### src/rtl/tx_outcome_pkg.sv
package tx_outcome_pkg;

  // Status word layout; bit order is visible to software and fixed.
  typedef struct packed {
    logic late_col;   // 7
    logic hb_miss;    // 6
    logic one_hi;     // 5
    logic crs_lost;   // 4
    logic aborted;    // 3
    logic collided;   // 2
    logic one_lo;     // 1
    logic sent_ok;    // 0
  } tx_stat_t;

  localparam tx_stat_t STAT_IDLE = '{
    late_col: 1'b0, hb_miss: 1'b0, one_hi: 1'b1, crs_lost: 1'b0,
    aborted: 1'b0, collided: 1'b0, one_lo: 1'b1, sent_ok: 1'b0
  };

  // A frame ends clean only without late collision, carrier loss or abort.
  function automatic logic clean_finish(tx_stat_t s);
    return !(s.late_col || s.crs_lost || s.aborted);
  endfunction

endpackage

### src/rtl/slot_window_timer.sv
module slot_window_timer #(
  parameter int SLOT_TICKS = 512
) (
  input  logic clk,
  input  logic rst_n,
  input  logic clear,
  input  logic tx_active,
  input  logic bit_tick,
  output logic late
);
  localparam int CW = $clog2(SLOT_TICKS + 2);
  localparam logic [CW-1:0] SAT = CW'(SLOT_TICKS + 1);

  logic [CW-1:0] cnt_q;
  logic          act_q;
  logic          act_rise;
  logic [CW:0]   elapsed;

  // Ticks seen by this attempt, counting a tick in the current cycle.
  function automatic logic [CW:0] elapsed_now(logic [CW-1:0] c, logic rise,
                                               logic act, logic tk);
    logic [CW-1:0] base;
    logic          inc;
    base = rise ? '0 : c;
    inc  = act & tk & ~rise;
    return {1'b0, base} + {{CW{1'b0}}, inc};
  endfunction

  assign act_rise = tx_active & ~act_q;
  assign elapsed  = elapsed_now(cnt_q, act_rise, tx_active, bit_tick);
  assign late     = elapsed > (CW+1)'(SLOT_TICKS);

  always_ff @(posedge clk or negedge rst_n) begin
    if (!rst_n) begin
      cnt_q <= '0;
      act_q <= 1'b0;
    end else begin
      act_q <= tx_active;
      if (clear || act_rise)
        cnt_q <= '0;
      else if (tx_active && bit_tick && cnt_q != SAT)
        cnt_q <= cnt_q + 1'b1;
    end
  end


  restart_chk: assert property (@(posedge clk) disable iff (!rst_n)
    act_rise |=> (cnt_q == '0));

endmodule

### src/rtl/collision_tally.sv
module collision_tally #(
  parameter int MAX_ATTEMPTS = 16
) (
  input  logic clk,
  input  logic rst_n,
  input  logic clear,
  input  logic col_event,
  output logic accepted,
  output logic limit_hit,
  output logic retry_req
);
  localparam int NW = $clog2(MAX_ATTEMPTS + 1);
  localparam logic [NW-1:0] LIMIT = NW'(MAX_ATTEMPTS);

  logic [NW-1:0] n_q;
  logic          retry_q;

  function automatic logic is_last(logic [NW-1:0] n);
    return n == LIMIT - 1'b1;
  endfunction

  assign accepted  = col_event && (n_q < LIMIT);
  assign limit_hit = accepted && is_last(n_q);
  assign retry_req = retry_q;

  always_ff @(posedge clk or negedge rst_n) begin
    if (!rst_n) begin
      n_q     <= '0;
      retry_q <= 1'b0;
    end else if (clear) begin
      n_q     <= '0;
      retry_q <= 1'b0;
    end else begin
      retry_q <= accepted && !limit_hit;
      if (accepted) n_q <= n_q + 1'b1;
    end
  end


  no_retry_at_limit_chk: assert property (@(posedge clk) disable iff (!rst_n)
    limit_hit |=> !retry_req);


  retry_single_chk: assert property (@(posedge clk) disable iff (!rst_n)
    retry_req |=> !retry_req);

endmodule

### src/rtl/heartbeat_monitor.sv
module heartbeat_monitor #(
  parameter int HB_TICKS = 64
) (
  input  logic clk,
  input  logic rst_n,
  input  logic clear,
  input  logic arm,
  input  logic col_det,
  input  logic bit_tick,
  output logic fail
);
  localparam int HW = $clog2(HB_TICKS + 1);
  localparam logic [HW-1:0] LAST = HW'(HB_TICKS - 1);

  logic          open_q;
  logic [HW-1:0] cnt_q;

  assign fail = open_q && !clear && !arm && !col_det && bit_tick && cnt_q == LAST;

  always_ff @(posedge clk or negedge rst_n) begin
    if (!rst_n) begin
      open_q <= 1'b0;
      cnt_q  <= '0;
    end else if (clear) begin
      open_q <= 1'b0;
      cnt_q  <= '0;
    end else if (arm) begin
      open_q <= 1'b1;
      cnt_q  <= '0;
    end else if (open_q) begin
      if (col_det)
        open_q <= 1'b0;
      else if (bit_tick) begin
        if (cnt_q == LAST) open_q <= 1'b0;
        else               cnt_q  <= cnt_q + 1'b1;
      end
    end
  end


  fail_in_window_chk: assert property (@(posedge clk) disable iff (!rst_n)
    fail |-> open_q);


  arm_opens_chk: assert property (@(posedge clk) disable iff (!rst_n)
    (arm && !clear) |=> open_q);

endmodule

### src/rtl/tx_outcome_tracker.sv
module tx_outcome_tracker
  import tx_outcome_pkg::*;
#(
  parameter int SLOT_TICKS   = 512,
  parameter int HB_TICKS     = 64,
  parameter int MAX_ATTEMPTS = 16
) (
  input  logic       clk,
  input  logic       rst_n,
  input  logic       tx_start,
  input  logic       tx_active,
  input  logic       tx_done,
  input  logic       col_det,
  input  logic       crs,
  input  logic       bit_tick,
  output logic [7:0] tx_status,
  output logic       retry_req
);
  tx_stat_t stat_q;
  logic     col_q, crs_q;
  logic     col_event, crs_drop, slot_late;
  logic     col_taken, abort_hit, hb_fail;

  assign col_event = tx_active & col_det & ~col_q & ~tx_start;
  assign crs_drop  = tx_active & crs_q & ~crs;

  slot_window_timer #(.SLOT_TICKS(SLOT_TICKS)) u_slot (
    .clk(clk), .rst_n(rst_n), .clear(tx_start), .tx_active(tx_active),
    .bit_tick(bit_tick), .late(slot_late));

  collision_tally #(.MAX_ATTEMPTS(MAX_ATTEMPTS)) u_tally (
    .clk(clk), .rst_n(rst_n), .clear(tx_start), .col_event(col_event),
    .accepted(col_taken), .limit_hit(abort_hit), .retry_req(retry_req));

  heartbeat_monitor #(.HB_TICKS(HB_TICKS)) u_hb (
    .clk(clk), .rst_n(rst_n), .clear(tx_start), .arm(tx_done & ~tx_start),
    .col_det(col_det), .bit_tick(bit_tick), .fail(hb_fail));

  always_ff @(posedge clk or negedge rst_n) begin
    if (!rst_n) begin
      col_q  <= 1'b0;
      crs_q  <= 1'b0;
      stat_q <= STAT_IDLE;
    end else begin
      col_q <= col_det;
      crs_q <= crs;
      if (tx_start) begin
        stat_q <= STAT_IDLE;
      end else begin
        if (col_taken) begin
          stat_q.collided <= 1'b1;
          if (slot_late) stat_q.late_col <= 1'b1;
          if (abort_hit) stat_q.aborted  <= 1'b1;
        end
        if (crs_drop) stat_q.crs_lost <= 1'b1;
        if (tx_done && clean_finish(stat_q)) stat_q.sent_ok <= 1'b1;
        if (hb_fail) stat_q.hb_miss <= 1'b1;
      end
    end
  end

  assign tx_status = stat_q;


  start_clears_chk: assert property (@(posedge clk) disable iff (!rst_n)
    tx_start |=> (tx_status == 8'h22));


  ok_needs_done_chk: assert property (@(posedge clk) disable iff (!rst_n)
    $rose(tx_status[0]) |-> $past(tx_done));


  abort_blocks_retry_chk: assert property (@(posedge clk) disable iff (!rst_n)
    tx_status[3] |-> !retry_req);


  late_needs_col_chk: assert property (@(posedge clk) disable iff (!rst_n)
    $rose(tx_status[7]) |-> $past(col_det && tx_active));

endmodule

### config.mk
export PLATFORM = sky130hd
export DESIGN_NAME = tx_outcome_tracker
export DESIGN_NICKNAME = d
export VERILOG_FILES = /design/src/rtl/tx_outcome_pkg.sv /design/src/rtl/slot_window_timer.sv /design/src/rtl/collision_tally.sv /design/src/rtl/heartbeat_monitor.sv /design/src/rtl/tx_outcome_tracker.sv
export SDC_FILE = /design/constraint.sdc
export NUM_CORES = 1
export LEC_CHECK = 0
export BUFFER_PORTS_ARGS = -buffer_cell sky130_fd_sc_hd__buf_2
export CAP_MARGIN = 10
export CELL_PAD_IN_SITES_DETAIL_PLACEMENT = 0
export CELL_PAD_IN_SITES_GLOBAL_PLACEMENT = 2
export CORE_UTILIZATION = 31
export CTS_BUF_LIST = sky130_fd_sc_hd__clkbuf_4 sky130_fd_sc_hd__clkbuf_8
export DETAILED_ROUTE_END_ITERATION = 7
export PLACE_DENSITY = 0.67
export SLEW_MARGIN = 20
export SYNTH_ARGS = -nofsm -noshare
export SYNTH_HDL_FRONTEND = slang
export SYNTH_SLANG_ARGS = --single-unit
### constraint.sdc
create_clock -name clk -period 2.3 [get_ports clk]
set_clock_uncertainty 0.05 [all_clocks]
set_input_delay 0.115 -clock clk [delete_from_list [all_inputs] [get_ports clk]]
set_output_delay 0.115 -clock clk [all_outputs]
set_load 0.01 [all_outputs]
==> impl_metrics.tcl, run 1 <==
set metrics [dict create \
    syn_inst 189 \
    diodes 0 \
    rsz0062_at_grt "no" \
    final_cell_mix "dfrtp_1 (33), nor2_1 (30), buf_2 (14)" \
    ir_drop_v 0.0002290 \
    end_kind "flip-flop" \
    rows 27 \
    post-route-period-util 0.9625 \
    crit_type "flip-flop to flip-flop" \
    endpoint "tx_status[7]" \
    grt_max_degree 34 \
    drc 0 \
    setup_violations 0 \
    clk_latency_ns 0.28 \
    h-tree-depth 2 \
    hold_violations 0 \
    synth_seq_area_share 0.4481 \
    post_cts_buffers 0 \
    clock.fmax_ghz 0.4517 \
    hold_depth 3 \
    antenna_found_initial 0 \
    cts.clk_slew.worst_paths_ns 0.07 \
    grt_pass1_vias 1480 \
    fin_crit_ns 2.214 \
    drive_gt1_frac 0.1923 \
    totalPowerFinal_mw 1.132 \
    routed_wirelength_um 3874 \
    finalNonFillerCells 280 \
    hp-class "input pin to flip-flop" \
    utilization 0.3795 \
    clkSinkCount 33 \
    power.leakage_nw 0.9518 \
    fp.dieArea_mm2 0.006258 \
    via_per_inst 5.054 \
    nNetsFinal 223 \
    track_usage 0.1406 \
    syn2layout_area_growth_pct 15.48 \
    initial_core_util 0.3286 \
    dieWidth_um 79.11 \
    p_per_area_mw_per_mm2 532.1 \
    numCtsBuffers 5 \
    fill_cells 587 \
    drtAntennaViolNets 0 \
    ys_warn_count 0 \
    slew_headroom 0.4897 \
    reg2reg_depth 9 \
    grt_pass1_wl_um 6775 \
    wire_per_inst_um 13.84 \
    vias 1415 \
    finalSetupTns_ns 0 \
    seq_area_um2 825.8 \
    r2r_setup_slack_ns 0.09 \
    grt_overflow_total 0 \
    arrival_ns 2.32 \
    critPathMaxFanout 4 \
    fp.dieH_um 79.11 \
    status "completed" \
    place_congestion 0.7740 \
    hpwl_um 2703 \
    r2r-start "u_slot.act_q" \
    slew_violations 0 \
    cts_tree "yes" \
    final_common_cell "dfrtp_1" \
    drt_iter0_markers 96 \
    multiInputGateArea_um2 970.9 \
    ioPinCount 17 \
    core_mm2 0.005608 \
    tightest_slew_ns 0.7655 \
    syn_area_mm2 0.001843 \
    numPortBuffers 14 \
    synth_cell_type_count 45 \
    first_pass_iters 4 \
    dp.cells 268 \
    start_kind "flip-flop" \
    design_area_mm2 0.002128 \
    clk_path_buf_depth 2 \
    cp.required_ns 2.40 \
    avgSynthCellArea_um2 9.751 \
    startpoint "u_slot.act_q" \
    place_area_mm2 0.001953 \
    synth_seq_cells 33 \
    cap_viol_max_count 0 \
    r2r-end "tx_status[7]" \
    root_buffer "clkbuf_8" \
]
[flip-flops by register name, summed over array words and instances, names as in the netlist]
register,count
crs_q,1
u_slot.cnt_q,10
u_slot.act_q,1
u_hb.open_q,1
tx_status,6
u_tally.n_q,5
col_q,1
u_tally.retry_req,1
u_hb.cnt_q,7
[cells by family (layout without fill, tap and decap cells)]
logic type	after synthesis	after routing	share of synthesized area
other	1	2	0.002035
buffers and inverters	16	34	0.05362
AND/OR/NAND/NOR	87	87	0.2532
flip-flops	33	33	0.4481
adder cells (fa/ha/maj)	8	8	0.05431
AO/OA/AOI/OAI	25	25	0.09302
XOR/XNOR	17	17	0.08486
multiplexers	2	2	0.01086
[power by group]
part           leakage, nW  internal [mW]  switching (mW)
Sequential           0.449          0.591         0.00586
Combinational        0.454         0.0414          0.0600
Clock               0.0484          0.221           0.213
Total                0.952          0.854           0.279
[per-stage QoR]
step	hold WS, ns	setup slack, ns
global route	0.07095	0.002672
global placement	0.1880	0.06737
CTS	0.04269	0.03332
detailed placement	0.1904	-0.007787
floorplan	-0.2306	0.07361
finish	0.04875	0.08628
[cell type report]
cell class | count | area share
Multi-Input combinational cell | 141 | 0.4562
Sequential cell | 33 | 0.3880
Timing Repair Buffer | 22 | 0.06584
Tap cell | 72 | 0.04233
Clock buffer | 6 | 0.03586
Inverter | 4 | 0.007055
Clock inverter | 2 | 0.004703
[layer usage]
metal	global-route usage	part of all wire
met1	0.1662	0.44
met2	0.2440	0.51
met3	0.03448	0.032
met4	0.05455	0.014
met5	0	0
[cell usage after synthesis (all sizes together)]
master | n | area share
dfrtp | 33 | 0.45
nor2 | 30 | 0.061
xor2 | 11 | 0.052
a21oi | 9 | 0.024
and3 | 8 | 0.028
buf | 8 | 0.037
ha | 8 | 0.054
nand2 | 8 | 0.016
nand3 | 7 | 0.019
nand4 | 7 | 0.024
o21ai | 6 | 0.016
xnor2 | 6 | 0.033
clkbuf | 4 | 0.0081
inv | 4 | 0.0081
nor3 | 4 | 0.014
or3 | 4 | 0.014
a31oi | 3 | 0.010
and2 | 3 | 0.011
and4 | 3 | 0.016
nor3b | 3 | 0.012
mux2i | 2 | 0.011
nand2b | 2 | 0.0068
nor4 | 2 | 0.0068
a211oi | 1 | 0.0041
a32oi | 1 | 0.0048
and3b | 1 | 0.0048
conb | 1 | 0.0020
nand3b | 1 | 0.0041
nor2b | 1 | 0.0034
nor4b | 1 | 0.0048
o2111a | 1 | 0.0061
o211a | 1 | 0.0054
o21bai | 1 | 0.0041
o22ai | 1 | 0.0034
o311ai | 1 | 0.014
or2 | 1 | 0.0034
or4b | 1 | 0.0054
[what timing repair did]
item | CTS | global route
endpoints found under the setup margin | 1 | 1
gates resized for setup | 2 | 7
hold endpoints to repair | 36 | 0
pin swaps | 0 | 3
hold buffers | 4 | 0
[worst min path at each step]
| stage | to | start |
|---|---|---|
| 3_5_place_dp | u_hb.cnt_q[2] | rst_n |
| 5_1_grt | u_hb.open_q | tx_done |
| 3_3_place_gp | u_hb.cnt_q[2] | rst_n |
| 2_1_floorplan | col_q | rst_n |
| 6_report | u_hb.open_q | tx_done |
| 4_1_cts | u_hb.open_q | tx_done |
[critical path, stage by stage, from the launching register on]
cell and delay [ns]:
dfrtp_1 0.37, nand2b_1 0.15, and2_4 0.17, ha_4 0.17, ha_4 0.16, nand3_1 0.08, a21oi_1 0.06, or4b_4 0.53
nor4_4 0.22, o22ai_1 0.12
Power figures use the tool's default switching activity.
==> run 2: changes to the inputs <==
--- a/config.mk
+++ b/config.mk
@@ -5,14 +5,16 @@
 export SDC_FILE = /design/constraint.sdc
 export NUM_CORES = 1
 export LEC_CHECK = 0
+export ABC_AREA = 1
 export BUFFER_PORTS_ARGS = -buffer_cell sky130_fd_sc_hd__buf_2
 export CAP_MARGIN = 10
 export CELL_PAD_IN_SITES_DETAIL_PLACEMENT = 0
 export CELL_PAD_IN_SITES_GLOBAL_PLACEMENT = 2
+export CORE_ASPECT_RATIO = 0.9
 export CORE_UTILIZATION = 31
 export CTS_BUF_LIST = sky130_fd_sc_hd__clkbuf_4 sky130_fd_sc_hd__clkbuf_8
 export DETAILED_ROUTE_END_ITERATION = 7
-export PLACE_DENSITY = 0.67
+export PLACE_DENSITY = 0.71
 export SLEW_MARGIN = 20
 export SYNTH_ARGS = -nofsm -noshare
 export SYNTH_HDL_FRONTEND = slang
==> run 2 against run 1 <==
- sequential power about the same
- sequential share of layout area down 3.2 points
- combinational power up 6%
- largest power group unchanged
- setup slack better by 0.17 ns
- clock power up 3%
- sequential cell count unchanged
- final area up 9.1%
- maximum frequency up 8.4%
- routed wire length up 14%
- count of clock-buffer cells in the layout down 1
- global-route usage up 0.66 points
- highest routed layer unchanged
- worst hold slack better by 0.059 ns
==> impl_metrics.tcl, run 2 <==
set metrics [dict create \
    status "completed" \
    root_buffer "clkbuf_8" \
    syn_inst 261 \
    r2r-start "u_slot.act_q" \
    synth.most_common_cell "nand2_1" \
    slew_headroom 0.4839 \
    wire_per_inst_um 11.88 \
    post-route-period-util 0.8877 \
    place_area_mm2 0.002178 \
    r2r-end "tx_status[7]" \
    finalNonFillerCells 372 \
    ys_warn_count 0 \
    grt_overflow_total 0 \
    numCtsBuffers 5 \
    power.leakage_nw 1.080 \
    cts.clk_slew.worst_paths_ns 0.08 \
    cap_viol_max_count 0 \
    rsz0062_at_grt "no" \
    synth_compound_area_frac 0.09709 \
    avgSynthCellArea_um2 7.752 \
    track_usage 0.1472 \
    via_per_inst 4.344 \
    place_congestion 0.7270 \
    end_kind "flip-flop" \
    syn_area_mm2 0.002023 \
    grt_max_degree 34 \
    reg2reg_depth 13 \
    hold_depth 3 \
    syn2layout_area_growth_pct 14.78 \
    async_flop_share 1.000 \
    slew_violations 0 \
    hp-class "input pin to flip-flop" \
    grt_pass1_wl_um 7769 \
    netlist.area_leader.share 0.4082 \
    multiInputGateArea_mm2 0.001001 \
    synth_xor_area_frac 0.02165 \
    first_pass_iters 4 \
    synth_top_area_cell "dfrtp_1" \
    hold_start "tx_active" \
    fp.dieArea_mm2 0.006854 \
    final_common_cell "nand2_1" \
    finalSetupTns_ns 0 \
    dp.cells 359 \
    ir_drop_v 0.0002305 \
    p_per_area_mw_per_mm2 496.4 \
    vias 1616 \
    h-tree-depth 2 \
    yosys.area_share.simple 0.3191 \
    drive_gt1_frac 0.1825 \
    holdPathEnd "tx_status[4]" \
    ioPinCount 17 \
    hpwl_um 3315 \
    initial_core_util 0.3255 \
    grt_pass1_vias 1612 \
    cts_tree "yes" \
    cp.required_ns 2.42 \
    synth_mux_area_frac 0 \
    hold_violations 0 \
    dp_slack_ns 0.1682 \
    synth-adder-area-share 0.04947 \
    postLayoutSetupSlackWorst_ns 0.2583 \
    clock.fmax_ghz 0.4898 \
    antenna_found_initial 0 \
    routed_wirelength_um 4419 \
    synth_top_cells_by_count "nand2_1 (51), inv_1 (41), dfrtp_1 (33), nor2_1 (29), o21ai_0 (16)" \
    setup_violations 0 \
    synth_seq_cells 33 \
    synth_seq_area_share 0.4082 \
    synth_area_leaders "dfrtp_1 (41%), nand2_1 (9.5%), inv_1 (7.6%)" \
    fp.dieH_um 78.64 \
    largest_reg_flops 10 \
    critPathMaxFanout 4 \
    nNetsFinal 300 \
    clkSinkCount 33 \
    arrival_ns 2.16 \
    synth_top_family_by_area "simple AND/OR/NAND/NOR gates" \
    synthFlopType "dfrtp_1" \
    core_mm2 0.006216 \
    drc 0 \
    fill_cells 672 \
    seq_area_um2 825.8 \
    crit_type "flip-flop to flip-flop" \
    utilization 0.3736 \
    tightest_slew_ns 0.7742 \
    fin_crit_ns 2.042 \
    dieWidth_um 87.16 \
    largest_register "u_slot.cnt_q" \
    drtAntennaViolNets 0 \
    start_kind "flip-flop" \
    r2r_setup_slack_ns 0.26 \
    synth-edff-count 0 \
    numPortBuffers 14 \
    rows 27 \
    synth_cell_type_count 35 \
    clk_latency_ns 0.28 \
    drt_iter0_markers 69 \
    diodes 0 \
    design_area_mm2 0.002322 \
    post_cts_buffers 0 \
    final_cell_mix "nand2_1 (51), inv_1 (41), dfrtp_1 (33)" \
    clk_path_buf_depth 2 \
]
## run 2: report_power, final
part | total (mW) | switching [mW] | internal (mW) | leakage (nW)
clock network | 0.446 | 0.237 | 0.209 | 0.0439
registers | 0.600 | 0.00825 | 0.592 | 0.448
logic | 0.107 | 0.0711 | 0.0355 | 0.588
total | 1.15 | 0.316 | 0.837 | 1.08
## run 2: what timing repair did
item	4_1_cts	5_1_grt
resized for setup	0	2
setup endpoints to repair	0	1
hold buffers	5	0
endpoints found under the hold margin	37	0
## run 2: worst max path at each step
stage                            start      endpoint  slack, ns  cells after the start
after floorplan           u_slot.act_q  tx_status[7]       0.33                      9
after global placement    u_slot.act_q  tx_status[7]       0.21                     13
after detailed placement  u_slot.act_q  tx_status[7]       0.17                     13
after CTS                 u_slot.act_q  tx_status[7]       0.15                     13
after global routing      u_slot.act_q  tx_status[7]      0.006                     13
final                     u_slot.act_q  tx_status[7]       0.26                     13
## run 2: cell type report
class	count	area share
clock buffers	5	0.02963
flip-flops and latches	33	0.3556
clock inverters	3	0.007543
inverters	46	0.07435
repair buffers	20	0.05496
multi-input cells	178	0.4310
well taps	87	0.04687
## run 2: cells by family (layout without fill, tap and decap cells)
kind of cell | Yosys count | in the layout
and+or+nand+nor | 128 | 128
xor gates and xnor gates | 5 | 5
other | 1 | 2
DFF | 33 | 33
buffers and inverters | 51 | 74
AOI/OAI and AO/OA | 35 | 35
adders and majority gates | 8 | 8
## run 2: per-layer routing
layer | routed length [µm] | track usage | vias to the layer above
li1 | - | - | 869
met1 | 2435 | 0.2123 | 734
met2 | 1866 | 0.2213 | 8
met3 | 79 | 0.03155 | 5
met4 | 38 | 0.03934 | 0
met5 | 0 | 0 | -
## run 2: worst max-delay path, cell delays in order (launching register included)
cell and delay (ns):
dfrtp_1 0.40, inv_2 0.06, nor3_2 0.19, ha_1 0.22, ha_1 0.19, nand2_1 0.11, nor2_4 0.16, nand2_1 0.06
nand2_1 0.07, nand3_1 0.07, nor2_1 0.14, nand3_2 0.09, nand3_2 0.07, a21oi_2 0.05
## run 2: through the flow
step | power, mW | hold slack, ns
floorplan | 0.6717 | -0.2306
global placement | 0.7135 | 0.1877
detailed placement | 0.7124 | 0.1875
CTS | 1.176 | 0.09787
global route | 1.217 | 0.1055
finish | 1.153 | 0.1076
==> run 3: changes to the inputs <==
--- a/config.mk
+++ b/config.mk
@@ -14,7 +14,7 @@
 export CORE_UTILIZATION = 31
 export CTS_BUF_LIST = sky130_fd_sc_hd__clkbuf_4 sky130_fd_sc_hd__clkbuf_8
 export DETAILED_ROUTE_END_ITERATION = 7
-export PLACE_DENSITY = 0.71
+export PLACE_DENSITY = 0.68
 export SLEW_MARGIN = 20
 export SYNTH_ARGS = -nofsm -noshare
 export SYNTH_HDL_FRONTEND = slang
==> constraint.sdc (replaced) <==
create_clock -name clk -period 2.15 [get_ports clk]
set_clock_uncertainty 0.05 [all_clocks]
set_input_delay 0.1075 -clock clk [delete_from_list [all_inputs] [get_ports clk]]
set_output_delay 0.1075 -clock clk [all_outputs]
set_load 0.01 [all_outputs]
==> run 3 against run 2 <==
- sequential cell count is the same
- cell count is 0.27% higher
- sequential share of layout area decreased by 0.30 points
- routed wire length is 5.5% higher
- setup slack worse by 0.080 ns
- total power grew 4.3%
- count of clock-buffer cells in the layout unchanged
- utilization up 0.32 points
- global-route usage increased by 1.2 points
- die area is the same
==> impl_metrics.tcl, run 3 (synthesis results as in run 2) <==
set metrics [dict create \
    status "completed" \
    nNetsFinal 303 \
    initial_core_util 0.3255 \
    clk_path_buf_depth 2 \
    cts_tree "yes" \
    r2r-end "tx_status[7]" \
    h-tree-depth 2 \
    fp.dieArea_mm2 0.006854 \
    cts.clk_slew.worst_paths_ns 0.07 \
    ir_drop_v 0.0002741 \
    met2_length_um 2052 \
    start_kind "flip-flop" \
    routed_wirelength_um 4660 \
    hold_start "tx_active" \
    r2r_setup_slack_ns 0.18 \
    dp.cells 361 \
    cap_viol_max_count 0 \
    whs_ns 0.04992 \
    fin_crit_ns 1.972 \
    crit_type "flip-flop to flip-flop" \
    hold_violations 0 \
    grt_max_degree 34 \
    utilization 0.3768 \
    vias 1670 \
    arrival_ns 2.08 \
    ioPinCount 17 \
    end_kind "flip-flop" \
    clock.fmax_ghz 0.5071 \
    largest_reg_flops 10 \
    core_mm2 0.006216 \
    tightest_slew_ns 0.7782 \
    drtAntennaViolNets 0 \
    dieWidth_um 87.16 \
    drive_gt1_frac 0.2028 \
    met1_length_um 2411 \
    holdPathEnd "u_slot.act_q" \
    rows 27 \
    setup_violations 0 \
    critPathMaxFanout 2 \
    first_pass_iters 4 \
    hold_depth 2 \
    syn2layout_area_growth_pct 15.77 \
    hp-class "input pin to flip-flop" \
    totalPowerFinal_mw 1.202 \
    diodes 0 \
    max_stage_delay_ns 0.39 \
    dp_slack_ns 0.03458 \
    numPortBuffers 14 \
    final_common_cell "nand2_1" \
    numCtsBuffers 5 \
    drc 0 \
    via_per_inst 4.477 \
    dr_wl_met3_um 123 \
    crit_slowest_cell "dfrtp_1" \
    slew_violations 0 \
    place_area_mm2 0.002193 \
    rsz0062_at_grt "no" \
    grt_pass1_wl_um 8162 \
    design_area_mm2 0.002342 \
    path_cells "buf_4 -> nor2_4 -> nor2_2 -> ha_2 -> ha_2 -> or2_2 -> nor3_2 -> nand3_2 -> nand3_2 -> a21oi_2" \
    place_congestion 0.7189 \
    clk_latency_ns 0.28 \
    drt_iter0_markers 64 \
    finalNonFillerCells 373 \
    final_cell_mix "nand2_1 (50), inv_1 (41), dfrtp_1 (33)" \
    cp.required_ns 2.26 \
    top_layer "met4" \
    r2r-start "u_slot.act_q" \
    slew_headroom 0.4812 \
    post-route-period-util 0.9173 \
    wire_per_inst_um 12.49 \
    grt_overflow_total 0 \
    antenna_found_initial 0 \
    reg2reg_depth 10 \
    hpwl_um 3470 \
    p_per_area_mw_per_mm2 513.3 \
    power.leakage_nw 1.089 \
    largest_register "u_slot.cnt_q" \
    fp.dieH_um 78.64 \
    root_buffer "clkbuf_8" \
    finalSetupTns_ns 0 \
    clkSinkCount 33 \
    postLayoutSetupSlackWorst_ns 0.1779 \
    grt_pass1_vias 1701 \
    track_usage 0.1592 \
]
-- run 3: cell types whose count changed in the layout (fill, tap and decap cells not counted) --
cell | previous run | this run
buf_4 | 1 | 5
clkinv_2 | 2 | 1
clkinvlp_4 | 1 | 0
dlygate4sd3_1 | 5 | 4
ha_1 | 8 | 6
ha_2 | 0 | 2
nand2_1 | 51 | 50
nand2_2 | 4 | 5
nor3_1 | 8 | 7
nor3_2 | 3 | 4
-- run 3: how the worst max path moves through the flow --
stage / startpoint / end / slack, ns / cells after the start
after floorplan: u_slot.act_q / tx_status[7] / 0.18 / 9
after global placement: u_slot.act_q / tx_status[7] / 0.09 / 13
after detailed placement: u_slot.act_q / tx_status[7] / 0.03 / 13
after CTS: u_slot.act_q / tx_status[7] / 0.03 / 13
after global routing: u_slot.act_q / tx_status[7] / 0.02 / 14
final: u_slot.act_q / tx_status[7] / 0.18 / 10
-- run 3: layout make-up --
cell class / instances / area [µm²]
Clock buffer: 5 / 68.82
Fill cell: 683 / 3874
Multi-Input combinational cell: 178 / 1013
Clock inverter: 1 / 5.005
Inverter: 46 / 172.7
Sequential cell: 33 / 825.8
Timing Repair Buffer: 23 / 147.6
Tap cell: 87 / 108.9
-- run 3: what timing repair did --
item	CTS	global route
setup buffers	0	2
setup endpoints to repair	0	1
hold buffers	4	0
gates resized for setup	0	6
endpoints found under the hold margin	36	0
-- run 3: critical path, delay by kind of cell, from the launching register on --
family | cells | cell delay [ns]
and+or+nand+nor | 6 | 0.81
adders and majority gates | 2 | 0.43
DFF | 1 | 0.39
buffers and inverters | 1 | 0.14
AOI/OAI and AO/OA | 1 | 0.05
-- run 3: per-layer routing --
metal  vias up  track usage
met5         -            0
met4         0      0.05902
li1        870            -
met2        17       0.2449
met1       777       0.2199
met3         6      0.03155
-- run 3: power by group --
group          internal [mW]  switching, mW  leakage (nW)
Sequential             0.634        0.00702         0.448
Clock                  0.213          0.225        0.0399
Combinational         0.0438         0.0797         0.601
Total                  0.891          0.312          1.09
